`src/rtl/dci_pkg.sv`:
```
package dci_pkg;
  localparam int DCI_AW = 4;

  typedef enum logic [DCI_AW-1:0] {
    ADR_PEND     = 4'd0,
    ADR_PEND_CLR = 4'd1,
    ADR_ENA      = 4'd2,
    ADR_ENA_SET  = 4'd3,
    ADR_ENA_CLR  = 4'd4
  } dci_addr_e;

  localparam logic [DCI_AW-1:0] ADR_MASK_BASE = 4'd8;
endpackage

```
`src/rtl/dci_decode.sv`:
```
module dci_decode #(
  parameter int CODE_W = 6,
  parameter int NB     = 32
) (
  input  logic              clk,
  input  logic              rst,
  input  logic              valid,
  input  logic [CODE_W-1:0] code,
  input  logic              is_final,
  input  logic              fin_en,
  input  logic              mid_en,
  output logic [NB-1:0]     set_vec
);
  logic gate_ok;

  always_comb gate_ok = valid && (is_final ? fin_en : mid_en);

  for (genvar i = 0; i < NB; i++) begin : g_bit
    always_comb set_vec[i] = gate_ok && (code == CODE_W'(i));
  end

  assert_onehot_set_R1: assert property (@(posedge clk) disable iff (rst)
    $onehot0(set_vec));

  assert_gate_R2: assert property (@(posedge clk) disable iff (rst)
    (valid && is_final && !fin_en) |-> (set_vec == '0));
endmodule

```
`src/rtl/dci_pending.sv`:
```
module dci_pending #(
  parameter int NB = 32
) (
  input  logic          clk,
  input  logic          rst,
  input  logic [NB-1:0] set_vec,
  input  logic [NB-1:0] clr_vec,
  output logic [NB-1:0] pend
);
  always_ff @(posedge clk) begin
    if (rst) pend <= '0;
    else     pend <= (pend & ~clr_vec) | set_vec;
  end

  assert_set_wins_R5: assert property (@(posedge clk) disable iff (rst)
    1'b1 |=> ((pend & $past(set_vec)) == $past(set_vec)));

  assert_clear_R5: assert property (@(posedge clk) disable iff (rst)
    1'b1 |=> ((pend & $past(clr_vec & ~set_vec)) == '0));

  assert_no_spurious_R3: assert property (@(posedge clk) disable iff (rst)
    1'b1 |=> ((pend & ~$past(pend) & ~$past(set_vec)) == '0));
endmodule

```
`src/rtl/dci_enable.sv`:
```
module dci_enable #(
  parameter int NB = 32
) (
  input  logic          clk,
  input  logic          rst,
  input  logic [NB-1:0] set_w,
  input  logic [NB-1:0] clr_w,
  output logic [NB-1:0] en
);
  always_ff @(posedge clk) begin
    if (rst) en <= '0;
    else     en <= (en | set_w) & ~clr_w;
  end

  assert_en_hold_R6: assert property (@(posedge clk) disable iff (rst)
    (set_w == '0 && clr_w == '0) |=> $stable(en));
endmodule

```
`src/rtl/dci_regions.sv`:
```
module dci_regions #(
  parameter int NB = 32,
  parameter int NR = 2
) (
  input  logic          clk,
  input  logic          rst,
  input  logic [NR-1:0] mask_wr,
  input  logic [NB-1:0] wdata,
  input  logic [NB-1:0] active,
  output logic [NB-1:0] mask [NR],
  output logic [NR-1:0] irq
);
  for (genvar r = 0; r < NR; r++) begin : g_reg
    always_ff @(posedge clk) begin
      if (rst) begin
        mask[r] <= '0;
        irq[r]  <= 1'b0;
      end else begin
        if (mask_wr[r]) mask[r] <= wdata;
        irq[r] <= |(active & mask[r]);
      end
    end

    assert_mask_hold_R8: assert property (@(posedge clk) disable iff (rst)
      !mask_wr[r] |=> $stable(mask[r]));
  end
endmodule

```
`src/rtl/dma_cmpl_irq.sv`:
```
module dma_cmpl_irq #(
  parameter int CODE_W  = 6,
  parameter int NB      = 32,
  parameter int NR      = 2,
  parameter int ADDR_W  = dci_pkg::DCI_AW
) (
  input  logic              clk,
  input  logic              rst,
  input  logic              rpt_valid,
  input  logic [CODE_W-1:0] rpt_code,
  input  logic              rpt_final,
  input  logic              rpt_fin_en,
  input  logic              rpt_mid_en,
  input  logic              reg_wr,
  input  logic [ADDR_W-1:0] reg_addr,
  input  logic [NB-1:0]     reg_wdata,
  output logic [NB-1:0]     reg_rdata,
  output logic [NR-1:0]     irq_out
);
  import dci_pkg::*;

  logic [NB-1:0] set_vec, clr_vec, ena_set, ena_clr;
  logic [NB-1:0] pend, en, active;
  logic [NB-1:0] mask [NR];
  logic [NR-1:0] mask_wr;
  logic [NB-1:0] rd_next;

  always_comb begin
    clr_vec = (reg_wr && reg_addr == ADR_PEND_CLR) ? reg_wdata : '0;
    ena_set = (reg_wr && reg_addr == ADR_ENA_SET)  ? reg_wdata : '0;
    ena_clr = (reg_wr && reg_addr == ADR_ENA_CLR)  ? reg_wdata : '0;
  end

  for (genvar r = 0; r < NR; r++) begin : g_mwr
    always_comb mask_wr[r] = reg_wr && (reg_addr == ADR_MASK_BASE + ADDR_W'(r));
  end

  dci_decode #(.CODE_W(CODE_W), .NB(NB)) u_decode (
    .clk(clk), .rst(rst), .valid(rpt_valid), .code(rpt_code),
    .is_final(rpt_final), .fin_en(rpt_fin_en), .mid_en(rpt_mid_en),
    .set_vec(set_vec)
  );

  dci_pending #(.NB(NB)) u_pending (
    .clk(clk), .rst(rst), .set_vec(set_vec), .clr_vec(clr_vec), .pend(pend)
  );

  dci_enable #(.NB(NB)) u_enable (
    .clk(clk), .rst(rst), .set_w(ena_set), .clr_w(ena_clr), .en(en)
  );

  always_comb active = pend & en;

  dci_regions #(.NB(NB), .NR(NR)) u_regions (
    .clk(clk), .rst(rst), .mask_wr(mask_wr), .wdata(reg_wdata),
    .active(active), .mask(mask), .irq(irq_out)
  );

  always_comb begin
    rd_next = '0;
    if (reg_addr == ADR_PEND) rd_next = pend;
    if (reg_addr == ADR_ENA)  rd_next = en;
    for (int r = 0; r < NR; r++)
      if (reg_addr == ADR_MASK_BASE + ADDR_W'(r)) rd_next = mask[r];
  end

  always_ff @(posedge clk) begin
    if (rst) reg_rdata <= '0;
    else     reg_rdata <= rd_next;
  end

  assert_irq_gate_R7: assert property (@(posedge clk) disable iff (rst)
    ((pend & en) == '0) |=> (irq_out == '0));

  assert_reset_quiet_R9: assert property (@(posedge clk)
    $past(rst) |-> (irq_out == '0 && pend == '0));
endmodule

```
`config.mk`:
```
export PLATFORM = sky130hd
export DESIGN_NAME = dma_cmpl_irq
export DESIGN_NICKNAME = d
export VERILOG_FILES = /design/src/rtl/dci_pkg.sv /design/src/rtl/dci_decode.sv /design/src/rtl/dci_pending.sv /design/src/rtl/dci_enable.sv /design/src/rtl/dci_regions.sv /design/src/rtl/dma_cmpl_irq.sv
export SDC_FILE = /design/constraint.sdc
export NUM_CORES = 1
export LEC_CHECK = 0
export ABC_AREA = 1
export BUFFER_PORTS_ARGS = -buffer_cell sky130_fd_sc_hd__buf_2
export CAP_MARGIN = 0
export CORE_MARGIN = 2
export CORE_UTILIZATION = 63
export DETAILED_ROUTE_END_ITERATION = 16
export PLACE_DENSITY = 0.89
export REMOVE_ABC_BUFFERS = 1
export SYNTH_ARGS = -nofsm -noshare
export SYNTH_HDL_FRONTEND = slang
export SYNTH_SLANG_ARGS = --single-unit
```
`constraint.sdc`:
```
create_clock -name clk -period 2.1 [get_ports clk]
set_clock_uncertainty 0.2 [all_clocks]
set_input_delay 0.42 -clock clk [delete_from_list [all_inputs] [get_ports clk]]
set_output_delay 0.42 -clock clk [all_outputs]
set_load 0.01 [all_outputs]
```
==> results_dict.tcl <==
set metrics [dict create \
    cts_buffers 17 \
    placed_area_um2 7850 \
    syn_to_final_growth_pct 15.5 \
    cts_resized 0 \
    syn_inst 1043 \
    rsz0062_at_grt "false" \
    dpl.cell_count 1226 \
    dieArea_um2 12500 \
    ir_drop_v 0.000678 \
    fin_util_pct 74.2 \
    coreArea_um2 11400 \
    period_share_pct 88.9 \
    die_w_um 112 \
    drtPass1Iterations 7 \
    relSlewSlack_pct 25.3 \
    hold_buffers 0 \
    instances_no_fill 1258 \
    cp.arrival_ns 2.02 \
    num_vias 7403 \
    ant_nets 0 \
    final_common_cell "nor2_1" \
    rows 39 \
    die_h_um 112 \
    grt_max_degree 65 \
    place_hpwl_um 12000 \
    clockRootBuffer "clkbuf_16" \
    grt_use_total_pct 32.3 \
    grt_pass1_vias 6861 \
    final_cell_area_um2 8430 \
    cts_setup_buffers 0 \
    cp-startpoint "rpt_final" \
    cp.required_ns 2.25 \
    crit_type "input port to flop" \
    nNetsFinal 1151 \
    cts_sinks 162 \
    layout_common_cells "233 x nor2_1, 211 x nand2_1, 162 x dfxtp_1, 131 x nand3_1, 81 x buf_2" \
    outcome "completed" \
    post-route-min-period_ns 1.87 \
    diodes 0 \
    antenna_found_initial 0 \
    vias_per_cell 5.88 \
    cap_violations 0 \
    finalHoldViolations 0 \
    path_clk_slew_ns 0.06 \
    p_per_area_nw_per_um2 784 \
    tightest_slew_ns 1.12 \
    num_io_pins 83 \
    place.gp.congestion 0.908 \
    hold_ws_ns 0.0703 \
    grt_pass1_wl_um 32800 \
    min-delay-start "reg_wdata[9]" \
    postSynthAreaPerCell_um2 7.00 \
    hp-class "input port to flop" \
    worstPathMaxFanout 16 \
    r2r_start "u_pending.pend[19]$_SDFF_PP0_" \
    globalRouteOverflowTotal 0 \
    finalMaxSlewViolations 0 \
    yosysSeqAreaShare_pct 44.4 \
    setup_violations 0 \
    p_leak_nw 3.47 \
    cts_tree "yes" \
    yosysUniqueCellTypes 22 \
    routedWlPerCell_um 16.1 \
    first_iter_violations 889 \
    synth_seq_cells 162 \
    yosys_warnings 0 \
    max_freq_mhz 536 \
    finalWirelength_um 20300 \
    syn_area_um2 7300 \
    cp-start-kind "input port" \
    layout-drive-gt1-share_pct 14.5 \
    htreeDepth 4 \
    post-route-drc-count 0 \
    clkLatencyLatePin_ns 0.43 \
    initial_core_util_pct 64.2 \
    end_kind "flop" \
    cts_buffer_depth 2 \
    portBuffers 82 \
]
==> routing by layer <==
metal | wire [µm] | track usage (%)
met1 | 7950 | 41.8
met4 | 635 | 14.4
met2 | 9540 | 52.1
met5 | 0 | 0
met3 | 2130 | 6.97
==> metrics by stage <==
stage	setup TNS [ns]	worst slack (ns)	power, mW
floorplan	-46.55	-1.17	3.35
global placement	-0.663	-0.0398	3.56
detailed placement	-1.88	-0.118	3.57
CTS	0	0.272	6.59
global route	0	0.104	6.76
finish	0	0.234	6.61
==> final timing paths <==
kind                                          end  slack [ns]  depth (start not counted)
setup / recovery    u_pending.pend[10]$_SDFF_PP0_        0.23                          6
setup reg to reg      u_regions.irq[0]$_SDFF_PP0_        0.70                          6
hold / removal    u_regions.mask[41]$_SDFFE_PP0P_        0.07                          3
hold reg to reg   u_regions.mask[49]$_SDFFE_PP0P_        0.28                          2
==> synthesized netlist by cell type <==
cell | instances | area share (%)
nor2_4 | 2 | 0.31
nand2_2 | 1 | 0.086
a211oi_1 | 4 | 0.41
nor2_1 | 233 | 12
nor3_4 | 1 | 0.22
buf_4 | 14 | 1.4
nand3_1 | 131 | 9.0
dfxtp_1 | 162 | 44
a211oi_2 | 28 | 4.8
nor2_2 | 3 | 0.26
buf_1 | 1 | 0.051
a21oi_1 | 66 | 4.5
o21a_1 | 1 | 0.10
nand4_1 | 1 | 0.086
o21ai_0 | 33 | 2.3
clkbuf_1 | 28 | 1.4
buf_2 | 14 | 0.96
inv_2 | 3 | 0.15
buf_6 | 1 | 0.15
inv_1 | 73 | 3.8
nand2_1 | 211 | 11
o22ai_1 | 32 | 2.7
==> flip-flops by register name, summed over array words and instances, names as in the netlist <==
register,flops
reg_rdata,32
u_enable.en,32
u_pending.pend,32
u_regions.irq,2
u_regions.mask,64
==> power breakdown <==
group	total, mW	switching, mW	internal, mW
clock network	3.09	1.18	1.91
logic	0.384	0.270	0.113
registers	3.14	0.0290	3.11
==> area by class of cell <==
type                            instances  area [µm²]
Multi-Input combinational cell        747        3480
Sequential cell                       162        3240
Fill cell                             829        2940
Timing Repair Buffer                   98         658
Clock buffer                           28         517
Inverter                               76         285
Tap cell                              143         179
Clock inverter                          4        70.1
==> worst max-delay path: stages <==
cell and delay (ns):
buf_2 0.10, o21a_1 0.11, o21ai_0 0.16, nor2_1 0.87, nand2_1 0.17, a21oi_1 0.19
==> logic make-up after synthesis <==
kind of cell / Yosys count / synth area share, %
buffers and inverters: 134 / 7.95
DFF: 162 / 44.4
and+or+nand+nor: 583 / 32.8
AOI/OAI and AO/OA: 164 / 14.8
Note: power is estimated with default switching activity, not from simulation.
